File: config.mk
export PLATFORM = sky130hd
export DESIGN_NAME = exc_escalate
export DESIGN_NICKNAME = d
export VERILOG_FILES = /design/src/rtl/exc_esc_pkg.sv /design/src/rtl/exc_err_class.sv /design/src/rtl/exc_entry_addr.sv /design/src/rtl/exc_gate_decode.sv /design/src/rtl/exc_escalate.sv
export SDC_FILE = /design/constraint.sdc
export NUM_CORES = 1
export LEC_CHECK = 0
export ABC_AREA = 1
export BUFFER_PORTS_ARGS = -buffer_cell sky130_fd_sc_hd__buf_2
export CELL_PAD_IN_SITES_DETAIL_PLACEMENT = 1
export CELL_PAD_IN_SITES_GLOBAL_PLACEMENT = 1
export CORE_MARGIN = 8
export CORE_UTILIZATION = 38
export CTS_CLUSTER_DIAMETER = 60
export DETAILED_ROUTE_END_ITERATION = 16
export PLACE_DENSITY = 0.86
export SLEW_MARGIN = 20
export SYNTH_ARGS = -nofsm -noshare
export SYNTH_HDL_FRONTEND = slang
export SYNTH_SLANG_ARGS = --single-unit
File: constraint.sdc
create_clock -name clk -period 6.52 [get_ports clk]
set_input_delay 0.326 -clock clk [delete_from_list [all_inputs] [get_ports clk]]
set_output_delay 0.326 -clock clk [all_outputs]
set_load 0.05 [all_outputs]
File: src/rtl/exc_esc_pkg.sv
package exc_esc_pkg;

    typedef enum logic [1:0] {
        ST_IDLE    = 2'd0,
        ST_FETCH   = 2'd1,
        ST_DELIVER = 2'd2
    } esc_state_e;

    // gate type used for a real-mode vector (16-bit interrupt gate)
    localparam logic [3:0] GATE_INT16 = 4'h6;

endpackage

File: src/rtl/exc_err_class.sv
module exc_err_class #(
    parameter int          VEC_W    = 8,
    parameter logic [31:0] ERR_MASK = 32'h0002_7D00
) (
    input  logic [VEC_W-1:0] vec_i,
    output logic             has_err_o
);
    localparam int LOW_W = (VEC_W < 5) ? VEC_W : 5;

    logic in_range;

    generate
        if (VEC_W > 5) begin : g_wide
            assign in_range = (vec_i[VEC_W-1:5] == '0);
        end else begin : g_narrow
            assign in_range = 1'b1;
        end
    endgenerate

    assign has_err_o = in_range && ERR_MASK[vec_i[LOW_W-1:0]];

endmodule

File: src/rtl/exc_entry_addr.sv
module exc_entry_addr #(
    parameter int VEC_W  = 8,
    parameter int ADDR_W = 32
) (
    input  logic [ADDR_W-1:0] base_i,
    input  logic [VEC_W-1:0]  vec_i,
    input  logic              wide_i,
    output logic [ADDR_W-1:0] addr_o
);
    localparam int SH_NARROW = 2;
    localparam int SH_WIDE   = 3;

    logic [ADDR_W-1:0] vec_ext;

    assign vec_ext = ADDR_W'(vec_i);
    assign addr_o  = base_i + (wide_i ? (vec_ext << SH_WIDE) : (vec_ext << SH_NARROW));

endmodule

File: src/rtl/exc_gate_decode.sv
module exc_gate_decode
    import exc_esc_pkg::*;
(
    input  logic [63:0] data_i,
    input  logic        prot_i,
    output logic [31:0] offset_o,
    output logic [15:0] sel_o,
    output logic [3:0]  type_o,
    output logic [1:0]  dpl_o,
    output logic        present_o
);
    logic unused_param_byte;
    assign unused_param_byte = ^{data_i[39:32], data_i[44]};

    always_comb begin
        sel_o = data_i[31:16];
        if (prot_i) begin
            offset_o  = {data_i[63:48], data_i[15:0]};
            type_o    = data_i[43:40];
            dpl_o     = data_i[46:45];
            present_o = data_i[47];
        end else begin
            offset_o  = {16'h0000, data_i[15:0]};
            type_o    = GATE_INT16;
            dpl_o     = 2'd0;
            present_o = 1'b1;
        end
    end

endmodule

File: src/rtl/exc_escalate.sv
module exc_escalate
    import exc_esc_pkg::*;
#(
    parameter int          VEC_W      = 8,
    parameter int          ADDR_W     = 32,
    parameter int          ERR_W      = 32,
    parameter int          NEST_LIMIT = 3,
    parameter int          DF_VECTOR  = 8,
    parameter logic [31:0] ERR_MASK   = 32'h0002_7D00
) (
    input  logic              clk,
    input  logic              rst_n,
    input  logic              req_valid,
    input  logic [VEC_W-1:0]  req_vector,
    input  logic [ERR_W-1:0]  req_err_code,
    input  logic              pe_mode,
    input  logic [ADDR_W-1:0] tbl_base,
    input  logic [31:0]       saved_ip,
    output logic              mem_rd_req,
    output logic [ADDR_W-1:0] mem_rd_addr,
    output logic              mem_rd_wide,
    input  logic              mem_rd_valid,
    input  logic [63:0]       mem_rd_data,
    output logic              ip_load,
    output logic [31:0]       ip_value,
    output logic              prefix_clear,
    output logic              cpu_reset,
    output logic              gate_valid,
    output logic [VEC_W-1:0]  gate_vector,
    output logic [31:0]       gate_offset,
    output logic [15:0]       gate_selector,
    output logic [3:0]        gate_type,
    output logic [1:0]        gate_dpl,
    output logic              gate_present,
    output logic              gate_push_err,
    output logic [ERR_W-1:0]  gate_err_code,
    input  logic              dlv_done,
    input  logic              dlv_ok
);
    localparam int CNT_W = $clog2(NEST_LIMIT + 1);
    localparam logic [CNT_W-1:0] CNT_LIMIT = CNT_W'(NEST_LIMIT);
    localparam logic [CNT_W-1:0] CNT_ONE   = CNT_W'(1);
    localparam logic [VEC_W-1:0] VEC_DF    = VEC_W'(DF_VECTOR);

    typedef struct packed {
        esc_state_e        state;
        logic [CNT_W-1:0]  nest;
        logic [VEC_W-1:0]  vec;
        logic [ERR_W-1:0]  err;
        logic              pe;
        logic [31:0]       ip;
        logic              rd_req;
        logic [ADDR_W-1:0] rd_addr;
        logic              rd_wide;
        logic              ip_load;
        logic              pfx_clr;
        logic              rst_pulse;
        logic              g_valid;
        logic [31:0]       g_offset;
        logic [15:0]       g_sel;
        logic [3:0]        g_type;
        logic [1:0]        g_dpl;
        logic              g_present;
        logic              g_push_err;
    } esc_regs_t;

    esc_regs_t st_d, st_q;

    // combinational helpers
    logic [VEC_W-1:0]  vec_sel;
    logic [CNT_W-1:0]  nest_base;
    logic [CNT_W-1:0]  nest_inc;
    logic [ADDR_W-1:0] entry_addr;
    logic              vec_has_err;
    logic [31:0]       dec_offset;
    logic [15:0]       dec_sel;
    logic [3:0]        dec_type;
    logic [1:0]        dec_dpl;
    logic              dec_present;

    // depth seen by a request in this cycle: a successful completion clears first
    always_comb begin
        nest_base = st_q.nest;
        if (st_q.state == ST_DELIVER && dlv_done && dlv_ok) begin
            nest_base = '0;
        end
        nest_inc = nest_base + CNT_ONE;
        vec_sel  = (nest_inc > CNT_ONE) ? VEC_DF : req_vector;
    end

    exc_entry_addr #(
        .VEC_W  (VEC_W),
        .ADDR_W (ADDR_W)
    ) u_addr (
        .base_i (tbl_base),
        .vec_i  (vec_sel),
        .wide_i (pe_mode),
        .addr_o (entry_addr)
    );

    exc_err_class #(
        .VEC_W    (VEC_W),
        .ERR_MASK (ERR_MASK)
    ) u_class (
        .vec_i     (st_q.vec),
        .has_err_o (vec_has_err)
    );

    exc_gate_decode u_decode (
        .data_i    (mem_rd_data),
        .prot_i    (st_q.pe),
        .offset_o  (dec_offset),
        .sel_o     (dec_sel),
        .type_o    (dec_type),
        .dpl_o     (dec_dpl),
        .present_o (dec_present)
    );

    always_comb begin
        st_d           = st_q;
        st_d.rd_req    = 1'b0;
        st_d.ip_load   = 1'b0;
        st_d.pfx_clr   = 1'b0;
        st_d.rst_pulse = 1'b0;

        case (st_q.state)
            ST_FETCH: begin
                if (mem_rd_valid && !req_valid) begin
                    st_d.state      = ST_DELIVER;
                    st_d.g_valid    = 1'b1;
                    st_d.g_offset   = dec_offset;
                    st_d.g_sel      = dec_sel;
                    st_d.g_type     = dec_type;
                    st_d.g_dpl      = dec_dpl;
                    st_d.g_present  = dec_present;
                    st_d.g_push_err = st_q.pe && vec_has_err;
                end
            end
            ST_DELIVER: begin
                if (dlv_done) begin
                    st_d.state      = ST_IDLE;
                    st_d.g_valid    = 1'b0;
                    st_d.g_push_err = 1'b0;
                    st_d.nest       = nest_base;
                end
            end
            default: ;
        endcase

        if (req_valid) begin
            st_d.g_valid    = 1'b0;
            st_d.g_push_err = 1'b0;
            if (nest_inc >= CNT_LIMIT) begin
                st_d.state     = ST_IDLE;
                st_d.nest      = '0;
                st_d.rst_pulse = 1'b1;
            end else begin
                st_d.state   = ST_FETCH;
                st_d.nest    = nest_inc;
                st_d.vec     = vec_sel;
                st_d.err     = req_err_code;
                st_d.pe      = pe_mode;
                st_d.ip      = saved_ip;
                st_d.rd_req  = 1'b1;
                st_d.rd_addr = entry_addr;
                st_d.rd_wide = pe_mode;
                st_d.ip_load = 1'b1;
                st_d.pfx_clr = 1'b1;
            end
        end
    end

    always_ff @(posedge clk or negedge rst_n) begin
        if (!rst_n) begin
            st_q       <= '0;
            st_q.state <= ST_IDLE;
        end else begin
            st_q <= st_d;
        end
    end

    assign mem_rd_req    = st_q.rd_req;
    assign mem_rd_addr   = st_q.rd_addr;
    assign mem_rd_wide   = st_q.rd_wide;
    assign ip_load       = st_q.ip_load;
    assign ip_value      = st_q.ip;
    assign prefix_clear  = st_q.pfx_clr;
    assign cpu_reset     = st_q.rst_pulse;
    assign gate_valid    = st_q.g_valid;
    assign gate_vector   = st_q.vec;
    assign gate_offset   = st_q.g_offset;
    assign gate_selector = st_q.g_sel;
    assign gate_type     = st_q.g_type;
    assign gate_dpl      = st_q.g_dpl;
    assign gate_present  = st_q.g_present;
    assign gate_push_err = st_q.g_push_err;
    assign gate_err_code = st_q.err;

    // a triple fault produces neither a read nor a gate
    a_r3_reset_alone: assert property (@(posedge clk) disable iff (!rst_n)
        cpu_reset |-> (!mem_rd_req && !gate_valid && !ip_load));

    // nested reads always target the double-fault entry
    a_r2_double_fault_vec: assert property (@(posedge clk) disable iff (!rst_n)
        (mem_rd_req && st_q.nest > CNT_ONE) |-> (gate_vector == VEC_DF));

    // rewind pulses come with the read and carry the sampled pointer
    a_r4_rewind_with_read: assert property (@(posedge clk) disable iff (!rst_n)
        ip_load |-> (mem_rd_req && prefix_clear && ip_value == $past(saved_ip)));

    // an error code is pushed only for a gate taken in protected mode
    a_r7_err_needs_pe: assert property (@(posedge clk) disable iff (!rst_n)
        gate_push_err |-> (gate_valid && st_q.pe));

    // gate held stable until completion
    a_r8_gate_hold: assert property (@(posedge clk) disable iff (!rst_n)
        (gate_valid && !dlv_done && !req_valid) |=>
            (gate_valid && $stable(gate_offset) && $stable(gate_selector)));

    // successful completion clears the nesting depth
    a_r8_clear_on_ok: assert property (@(posedge clk) disable iff (!rst_n)
        (gate_valid && dlv_done && dlv_ok && !req_valid) |=> (st_q.nest == '0));

endmodule

# Word level (Yosys, flattened, before mapping)
# Memory sizes are Yosys's and may differ from the RTL's.
# Cells that the tools add are included.
dict set report totals {
  reg_bits 170
  mem_bits_ro 32
  inputBits 175
  out_inout_bits 166
  word_cells 64
  memories 1
}
# memory depth width rd rd_clocked_by_memory_dff write_ports line_no
set mem_list {}
lappend mem_list {{(no name shown)} 32 1 1 0 0 exc_err_class.sv:20} ;# assign has_err_o = in_range && ERR_MASK[vec_i[LOW_W-1:0]];
dict set report classes {
  add_sub_neg 2
  magnitude_cmp 3
  eq_ne 4
  muxes 21
  bitwise 1
  n_reduce_logical 14
}
# cell count
set op_table {}
lappend op_table {{2-to-1 mux 115 bit} 1}
lappend op_table {{2-to-1 mux 109 bit} 1}
lappend op_table {{2-to-1 mux 57 bit} 1}
lappend op_table {{adder 32 x 11 -> 32 bit} 1}
lappend op_table {{2-to-1 mux 32 bit} 1}
lappend op_table {{2-to-1 mux 11 bit} 1}
lappend op_table {{2-to-1 mux 2 bit} 4}
lappend op_table {{2-to-1 mux 4 bit} 2}
lappend op_table {{2-to-1 mux 8 bit} 1}
lappend op_table {{less-than comparator 5 x 6 -> 1 bit (second input constant)} 1}
lappend op_table {{!= test 3 bit (second input constant)} 2}
lappend op_table {{AND reduction 2 bit} 3}
lappend op_table {{logical AND 1 bit} 5}
lappend op_table {{2-to-1 mux 1 bit} 5}
lappend op_table {{one-hot mux 1 bit (2 select lines)} 2}
lappend op_table {{one-hot mux 2 bit (2 select lines)} 1}
lappend op_table {{nonzero test 2 bit} 2}
lappend op_table {{logical NOT 3 bit} 1}
lappend op_table {{2-to-1 mux 3 bit} 1}
lappend op_table {{AND reduction 3 bit} 1}
lappend op_table {{nonzero test 3 bit} 1}
lappend op_table {{adder 2 x 1 -> 2 bit (second input constant)} 1}
lappend op_table {{== test 2 x 1 -> 1 bit (second input constant)} 1}
lappend op_table {{== test 2 bit (second input constant)} 1}
lappend op_table {{other kinds (4)} 4}

# Depth between registers and ports, before layout
# Gate-level depths: netlist of run 1.
dict set report logic_depth {
  depth_word 11
  mapped_depth 24
  depth_no_buf 24
}

# Cells and area by module
# From an unflattened synthesis of run 1, not the netlist that was laid out.
dict set report hier_totals {
  hier_cells 1315
  area_unflattened_um2 9738.1
}
# module n_inst cells_each area_each_um2 seq_area_each_um2
set by_module_without_submodules {}
lappend by_module_without_submodules {exc_escalate 1 898 7681.1 4204.0}
lappend by_module_without_submodules {exc_entry_addr 1 322 1550.2 0.0}
lappend by_module_without_submodules {exc_gate_decode 1 80 435.4 0.0}
lappend by_module_without_submodules {exc_err_class 1 15 71.3 0.0}

# Worst setup path after synthesis of run 1
# Ideal clock, no wire load.
dict set report synth_timing {
  path_kind {flip-flop to flip-flop}
  startpoint {reg st_q[170] (netlist name)}
  endpoint {reg st_q (netlist bit mem_rd_addr[14])}
  setup_time_ps 117
  arrival_ps 2671
  required_time_ps 6403
  slack_ps 3732
  stages_incl_launch_ff 20
  n_path_buf 0
  synth_period_minus_slack_ps 2788
  cell_sequence {dfrtp_1 inv_1 nor2_1 nand2_1 inv_1 nand2_1 nand2_1 ha_1 inv_1 nand2_1 nor2_1 ha_1 fa_1 nand3_1 nand3_2 nand3_1 nand3_2 or2_2 nand3_1 nand2_1}
}
dict set report synth_via {
  elab_chain_cells 9
  elab_cells_between_ends 12
  cone_classes {add/sub (2); order compare (2); eq/ne (1); mux (3); bitwise (1); reduce/logical (3)}
}
# item line_no
set synth_lines {}
lappend synth_lines {{start, declared} exc_escalate.sv:67} ;# esc_regs_t st_d, st_q;
lappend synth_lines {{start signal, assigned} exc_escalate.sv:178} ;# st_q <= st_d;
lappend synth_lines {{== test 2 bit (*)} exc_escalate.sv:84} ;# if (st_q.state == ST_DELIVER && dlv_done && dlv_ok) begin
lappend synth_lines {{logical AND 1 bit (*) (2 in a row)} exc_escalate.sv:84}
lappend synth_lines {{2-to-1 mux 2 bit (*)} exc_escalate.sv:84}
lappend synth_lines {{adder 2 x 1 -> 2 bit (*)} exc_escalate.sv:87} ;# nest_inc = nest_base + CNT_ONE;
lappend synth_lines {{greater-than comparator 2 x 1 -> 1 bit} exc_escalate.sv:88} ;# vec_sel = (nest_inc > CNT_ONE) ? VEC_DF : req_vector;
lappend synth_lines {{2-to-1 mux 8 bit} exc_escalate.sv:88}
lappend synth_lines {{2-to-1 mux 11 bit} exc_entry_addr.sv:16} ;# assign addr_o = base_i + (wide_i ? (vec_ext << SH_WIDE) : (vec_ext << SH_NARROW));
lappend synth_lines {{adder 32 x 11 -> 32 bit} exc_entry_addr.sv:16}
# Mark *: on every way between the ends. The rest lies on a longest branch, timed or not.
# A chain may end at the register's enable or synchronous reset.

# Worst setup path in the final report of run 1
# Same ends and word-level chain as after synthesis.

==> flow_metrics.tcl, run 1 <==
set metrics [dict create \
    finalSetupViolations 0 \
    nNetsFinal 1513 \
    htreeDepth 4 \
    slew_headroom_pct 33.5 \
    critPathKind "register to register" \
    hpwl_mm 21.0 \
    p_leak_uw 0.00611 \
    p_comb_share_pct 50.1 \
    dpl-instance-area_sq_mm 0.00973 \
    cts_resized 0 \
    rsz0062_at_grt "false" \
    finClkSkew_ns 0.0120 \
    synth_seq_cells 168 \
    die_x_um 170 \
    finalCritPeriodShare_pct 50.9 \
    status "complete, but fails checks" \
    grt_antenna_before_repair 3 \
    vias 7679 \
    routedWlPerCell_um 16.5 \
    cts_setup_buffers 0 \
    crit_fanout 8 \
    grt_pass1_wl_mm 43.3 \
    ant_nets 0 \
    cts_buffers 17 \
    ir_drop_uv 187 \
    swShare_pct 51.9 \
    hold_path.class "input port to asynchronous set/reset pin" \
    final_area_sq_mm 0.0103 \
    end_kind "register" \
    cts_root_buf "clkbuf_16" \
    vias_per_cell 4.64 \
    synth_seq_area_share_pct 46.7 \
    max_freq_ghz 0.301 \
    violations "hold timing" \
    required_ns 6.83 \
    clock_path_buffers 2 \
    die_h_um 170 \
    use_met1_pct 21.8 \
    syn_area_per_cell_sq_um 7.72 \
    crit_path_start_kind "register" \
    initial_core_util_pct 38.5 \
    synth.distinct_cells 31 \
    p_sw_uw 2790 \
    drt_pre_antenna_iters 4 \
    first_iter_violations 469 \
    worst_slew_pin_slew_ns 0.997 \
    p_int_uw 2590 \
    maxCapViolations 0 \
    num_rows 56 \
    cts_tree "yes" \
    routed_wl_mm 27.3 \
    area_growth_pct 14.8 \
    syn_nets 1355 \
    power_frac_clock_pct 19.8 \
    ios 341 \
    cts_hold_buffers 0 \
    ys_warn_count 0 \
    grt_max_degree 114 \
    postSynthCellCount 1167 \
    grt_busiest_layer "met2" \
    insertion_delay_ns 0.42 \
    track_usage_pct 18.7 \
    cts_sinks 168 \
    finalCriticalPeriod_ns 3.32 \
    worst_hold_slack_ns -0.0166 \
    drive_gt1_share_pct 28.9 \
    drc 0 \
    die_area_sq_mm 0.0289 \
    crit_arrival_ns 3.63 \
    tns_ns 0 \
    met2_usage_pct 32.7 \
    drv_slew 0 \
    p_seq_share_pct 30.1 \
    core_sq_mm 0.0234 \
    fin_ws_ns 3.20 \
    pwr_density_cell_mw_per_mm2 521 \
    clkTransAtPathRegs_ns 0.07 \
    hold_violations 5 \
    grt_overflow 0 \
    io_buffer_count 331 \
    syn-cell-area_sq_mm 0.00901 \
    post-place-ws_ns 3.15 \
    place.gp.congestion 0.859 \
    grt_pass1_vias 8102 \
    use_met3_pct 5.19 \
]
state kept, by name (all words and copies together), names as in the netlist:
name	count
gate_err_code	32
gate_offset	32
ip_value	32
mem_rd_addr	32
gate_selector	16
gate_vector	8
gate_type	4
st_q	4
gate_dpl	2
cpu_reset	1
gate_present	1
gate_push_err	1
gate_valid	1
ip_load	1
mem_rd_wide	1
per-layer routing:
layer / vias to the layer above / share of wire, %
met5: - / 0.10
met4: 4 / 2.5
met3: 40 / 7.3
met2: 226 / 50
met1: 3679 / 40
li1: 3730 / -
placed cells by master, fill, tap and decap left out, drive strengths merged, types with 2 or more instances in the layout:
cell and count:
nor3 2, o21ai 28, clkbuf 17, clkinvlp 2, nor2 34, inv 68, clkinv 3, bufinv 3
nand3 68, xnor2 6, or2 4, nand2 564, buf 336, nand4 7, nor3b 2, a21oi 4
dfrtp 168, ha 12, nand3b 3
metrics by stage:
stage / total power (uW) / hold WS [ns] / cells / util [%]
floorplan: 4140 / 0.0304 / 1167 / -
global placement: 4300 / 0.448 / 1625 / 41.6
detailed placement: 4370 / 0.453 / 1625 / 41.6
CTS: 5460 / 0.0230 / 1655 / 44.2
global route: 5710 / 0.0450 / 1656 / 44.2
finish: 5390 / -0.0166 / 1656 / 44.2
cell type report:
| cell class | instances | area [sq um] |
|---|---|---|
| Timing Repair Buffer | 336 | 1700 |
| Multi-Input combinational cell | 739 | 3180 |
| Clock inverter | 13 | 185 |
| Clock buffer | 17 | 425 |
| Antenna cell | 1 | 2.50 |
| Tap cell | 319 | 399 |
| Fill cell | 3030 | 13100 |
| Inverter | 63 | 238 |
| Sequential cell | 168 | 4200 |
power by group through the flow:
stage / combinational, uW / sequential [uW] / clock (uW)
detailed placement: 2730 / 1640 / 0
global placement: 2680 / 1620 / 0
CTS: 2730 / 1630 / 1100
floorplan: 2520 / 1620 / 0
finish: 2700 / 1620 / 1070
global route: 2890 / 1680 / 1140
cell usage after synthesis:
library cell	instances	area share [%]
ha_1	12	1.7
nor3_1	1	0.055
nor4_1	1	0.069
nor3_2	1	0.11
nand3_1	63	3.5
nand2_1	562	23
a31o_2	1	0.097
a21oi_1	4	0.22
and2_1	1	0.069
inv_1	60	2.5
buf_1	2	0.083
fa_1	1	0.22
nand2_2	2	0.14
nand4_1	7	0.49
buf_4	167	14
nor2_2	2	0.14
clkbuf_1	7	0.29
nor2_4	2	0.25
o21ai_0	27	1.5
dfrtp_1	168	47
buf_2	21	1.2
nor2_1	30	1.2
nand3b_1	3	0.25
o21ai_1	1	0.055
inv_2	3	0.12
xnor2_1	6	0.58
nor3b_2	2	0.28
or2_2	2	0.14
or2_1	2	0.14
a21boi_1	1	0.083
nand3_2	5	0.56
cells by family (layout without fill, tap and decap cells):
logic type	after synthesis	count (layout)	synth area share [%]
xor gates and xnor gates	6	6	0.583
buffers and inverters	260	429	18.1
AOI/OAI and AO/OA	34	34	1.96
other	0	1	0
and+or+nand+nor	686	686	30.8
adders and majority gates	13	13	1.89
DFF	168	168	46.7
critical path: stages, from the launching register on:
cell and delay, ns:
dfrtp_1 0.38, inv_1 0.07, nor2_1 0.05, nand2_1 0.06
inv_1 0.05, nand2_1 0.07, nand2_1 0.11, ha_1 0.40
inv_1 0.14, nand2_1 0.14, nor2_1 0.06, ha_1 0.24
fa_1 0.46, nand3_1 0.14, nand3_2 0.12, nand3_1 0.11
nand3_2 0.17, or2_2 0.32, nand3_1 0.07, nand2_1 0.06
path summary, 6_finish.rpt:
check	startpoint	to	slack [ns]	cells past startpoint
min in group clk	saved_ip[4]	ip_value[4]$_DFFE_PN0P_	0.11	3
setup / recovery	st_q[170]$_DFFE_PN0P_	mem_rd_addr[14]$_DFFE_PN0P_	3.20	19
hold / removal	rst_n	gate_offset[9]$_DFFE_PN0P_	-0.02	1
setup reg to reg	st_q[170]$_DFFE_PN0P_	mem_rd_addr[14]$_DFFE_PN0P_	3.20	19
max in group asynchronous	rst_n	gate_offset[11]$_DFFE_PN0P_	4.94	2
hold reg to reg	gate_err_code[26]$_DFFE_PN0P_	gate_err_code[26]$_DFFE_PN0P_	0.46	2
(Power assumes the default switching activity.)
==> run 2: changes to the inputs <==
--- a/config.mk
+++ b/config.mk
@@ -10,10 +10,10 @@
 export CELL_PAD_IN_SITES_DETAIL_PLACEMENT = 1
 export CELL_PAD_IN_SITES_GLOBAL_PLACEMENT = 1
 export CORE_MARGIN = 8
-export CORE_UTILIZATION = 38
+export CORE_UTILIZATION = 35
 export CTS_CLUSTER_DIAMETER = 60
 export DETAILED_ROUTE_END_ITERATION = 16
-export PLACE_DENSITY = 0.86
+export PLACE_DENSITY = 0.8
 export SLEW_MARGIN = 20
 export SYNTH_ARGS = -nofsm -noshare
 export SYNTH_HDL_FRONTEND = slang
==> constraint.sdc (replaced) <==
create_clock -name clk -period 3.2 [get_ports clk]
set_input_delay 0.16 -clock clk [delete_from_list [all_inputs] [get_ports clk]]
set_output_delay 0.16 -clock clk [all_outputs]
set_load 0.05 [all_outputs]
==> flow_metrics.tcl, run 2 (synthesis results as in run 1) <==
set metrics [dict create \
    status "completed" \
    cts_tree "yes" \
    max_freq_ghz 0.334 \
    grt_max_degree 99 \
    hpwl_mm 22.1 \
    crit_path_start_kind "register" \
    final_common_cell "nand2_1" \
    ios 341 \
    insertion_delay_ns 0.42 \
    required_ns 3.51 \
    drt_pre_antenna_iters 4 \
    cts_buffers 17 \
    place_inst 1645 \
    core_sq_mm 0.0253 \
    grt_pass1_wl_mm 51.1 \
    cts_sinks 168 \
    rr_worst_depth 20 \
    p_sw_uw 5940 \
    finalCritPeriodShare_pct 93.7 \
    holdPathStages 3 \
    p_leak_uw 0.00668 \
    r2r_end "mem_rd_addr[12]$_DFFE_PN0P_" \
    drive_gt1_share_pct 28.3 \
    vias 8385 \
    vias_per_cell 4.66 \
    track_usage_pct 20.5 \
    clkTransAtPathRegs_ns 0.07 \
    worst_hold_slack_ns 0.0365 \
    finalCriticalPeriod_ns 3.00 \
    ir_drop_uv 546 \
    drv_slew 0 \
    crit_arrival_ns 3.31 \
    finalSetupViolations 0 \
    crit_fanout 8 \
    fin_ws_ns 0.202 \
    routed_wl_mm 32.6 \
    p_seq_share_pct 29.3 \
    pwr_density_cell_mw_per_mm2 971 \
    die_area_sq_mm 0.0311 \
    htreeDepth 4 \
    nNetsFinal 1644 \
    p_comb_share_pct 51.3 \
    initial_core_util_pct 35.7 \
    hold_path.class "input port to register" \
    end_kind "register" \
    swShare_pct 52.1 \
    maxCapViolations 0 \
    slew_headroom_pct 34.2 \
    place.gp.congestion 0.894 \
    worst_slew_pin_slew_ns 0.986 \
    post-place-ws_ns 0.00277 \
    r2r-start "st_q[170]$_DFFE_PN0P_" \
    die_x_um 176 \
    finClkSkew_ns 0.0169 \
    grt_overflow 0 \
    routedWlPerCell_um 18.1 \
    ant_nets 0 \
    total_power_uw 11400 \
    clock_path_buffers 2 \
    critPathKind "register to register" \
    cp-startpoint "st_q[170]$_DFFE_PN0P_" \
    area_growth_pct 30.4 \
    grt_antenna_before_repair 2 \
    stdcell_count 1801 \
    hold_violations 0 \
    tns_ns 0 \
    p_int_uw 5470 \
    first_iter_violations 471 \
    grt_pass1_vias 9363 \
    io_buffer_count 331 \
    r2r_slack_ns 0.20 \
    final_cell_mix "554 x nand2_1, 330 x buf_2, 168 x dfrtp_1" \
    crit_end "mem_rd_addr[12]$_DFFE_PN0P_" \
    die_h_um 176 \
    power_frac_clock_pct 19.4 \
    n_fill_cell 3159 \
    cts_root_buf "clkbuf_16" \
    drc 0 \
    num_rows 58 \
]
run 2: changes by cell type in the layout (fill, tap and decap cells not counted), moves of 5 or more:
cell           before  now
buf_4               4   13
dlygate4sd3_1       0  121
nor2_1             30   25
nor2_2              1    6
nand2_1           562  554
nand2_2             2    8
run 2: through the flow:
step	area [sq um]	utilization, %
6_report	11800	46.5
5_1_grt	11700	46.5
4_1_cts	11700	46.2
3_5_place_dp	9830	38.9
3_3_place_gp	9830	38.9
2_1_floorplan	9010	-
run 2: per-layer routing:
layer | up-vias | global-route usage (%) | share of wire, %
li1 | 3991 | - | -
met1 | 4040 | 22.7 | 39
met2 | 280 | 36.9 | 51
met3 | 72 | 5.11 | 5.9
met4 | 2 | 8.76 | 3.9
met5 | - | 0 | 0.034
run 2: worst min path at each step:
stage	slack, ns	end	startpoint
6_report	0.04	cpu_reset$_DFF_PN0_	req_valid
5_1_grt	0.03	gate_type[3]$_DFFE_PN0P_	mem_rd_data[43]
4_1_cts	0.03	cpu_reset$_DFF_PN0_	req_valid
3_5_place_dp	0.23	gate_offset[14]$_DFFE_PN0P_	rst_n
3_3_place_gp	0.23	gate_offset[14]$_DFFE_PN0P_	rst_n
2_1_floorplan	-0.14	cpu_reset$_DFF_PN0_	rst_n
run 2: power groups by stage:
stage	clock (uW)	sequential (uW)	combinational, uW
after floorplan	0	3300	5140
after global placement	0	3280	5550
after detailed placement	0	3320	5660
after CTS	2290	3300	5790
after global routing	2350	3430	6250
final	2210	3340	5860
run 2: layout make-up:
cell class,instances,area [sq um],area share [%]
inverters,63,238,2.02
diodes,3,7.51,0.0639
flip-flops and latches,168,4200,35.8
well taps,330,413,3.51
multi-input cells,739,3260,27.8
repair buffers,467,3010,25.6
clock inverters,13,184,1.57
clock buffers,18,429,3.65
run 2: critical path, stage by stage, from the launching register on:
cell and delay [ns]:
dfrtp_1 0.35, inv_1 0.06, nor2_2 0.14, nand2_1 0.08
inv_2 0.07, nand2_2 0.09, nand2_4 0.10, ha_4 0.21
or2_2 0.32, nand2_1 0.06, o21ai_0 0.10, ha_1 0.39
nand2_2 0.13, inv_1 0.06, nand2_1 0.06, nand2_1 0.05
nand2_1 0.10, nand3_4 0.14, or2_1 0.23, nand3_1 0.08
nand2_1 0.06
run 2: timing repair:
item,in CTS,in global routing
buffers inserted,0,1
endpoints found under the setup margin,5,24
resized for setup,2,23
endpoints found under the hold margin,188,0
hold buffers,121,0
pin swaps,0,6
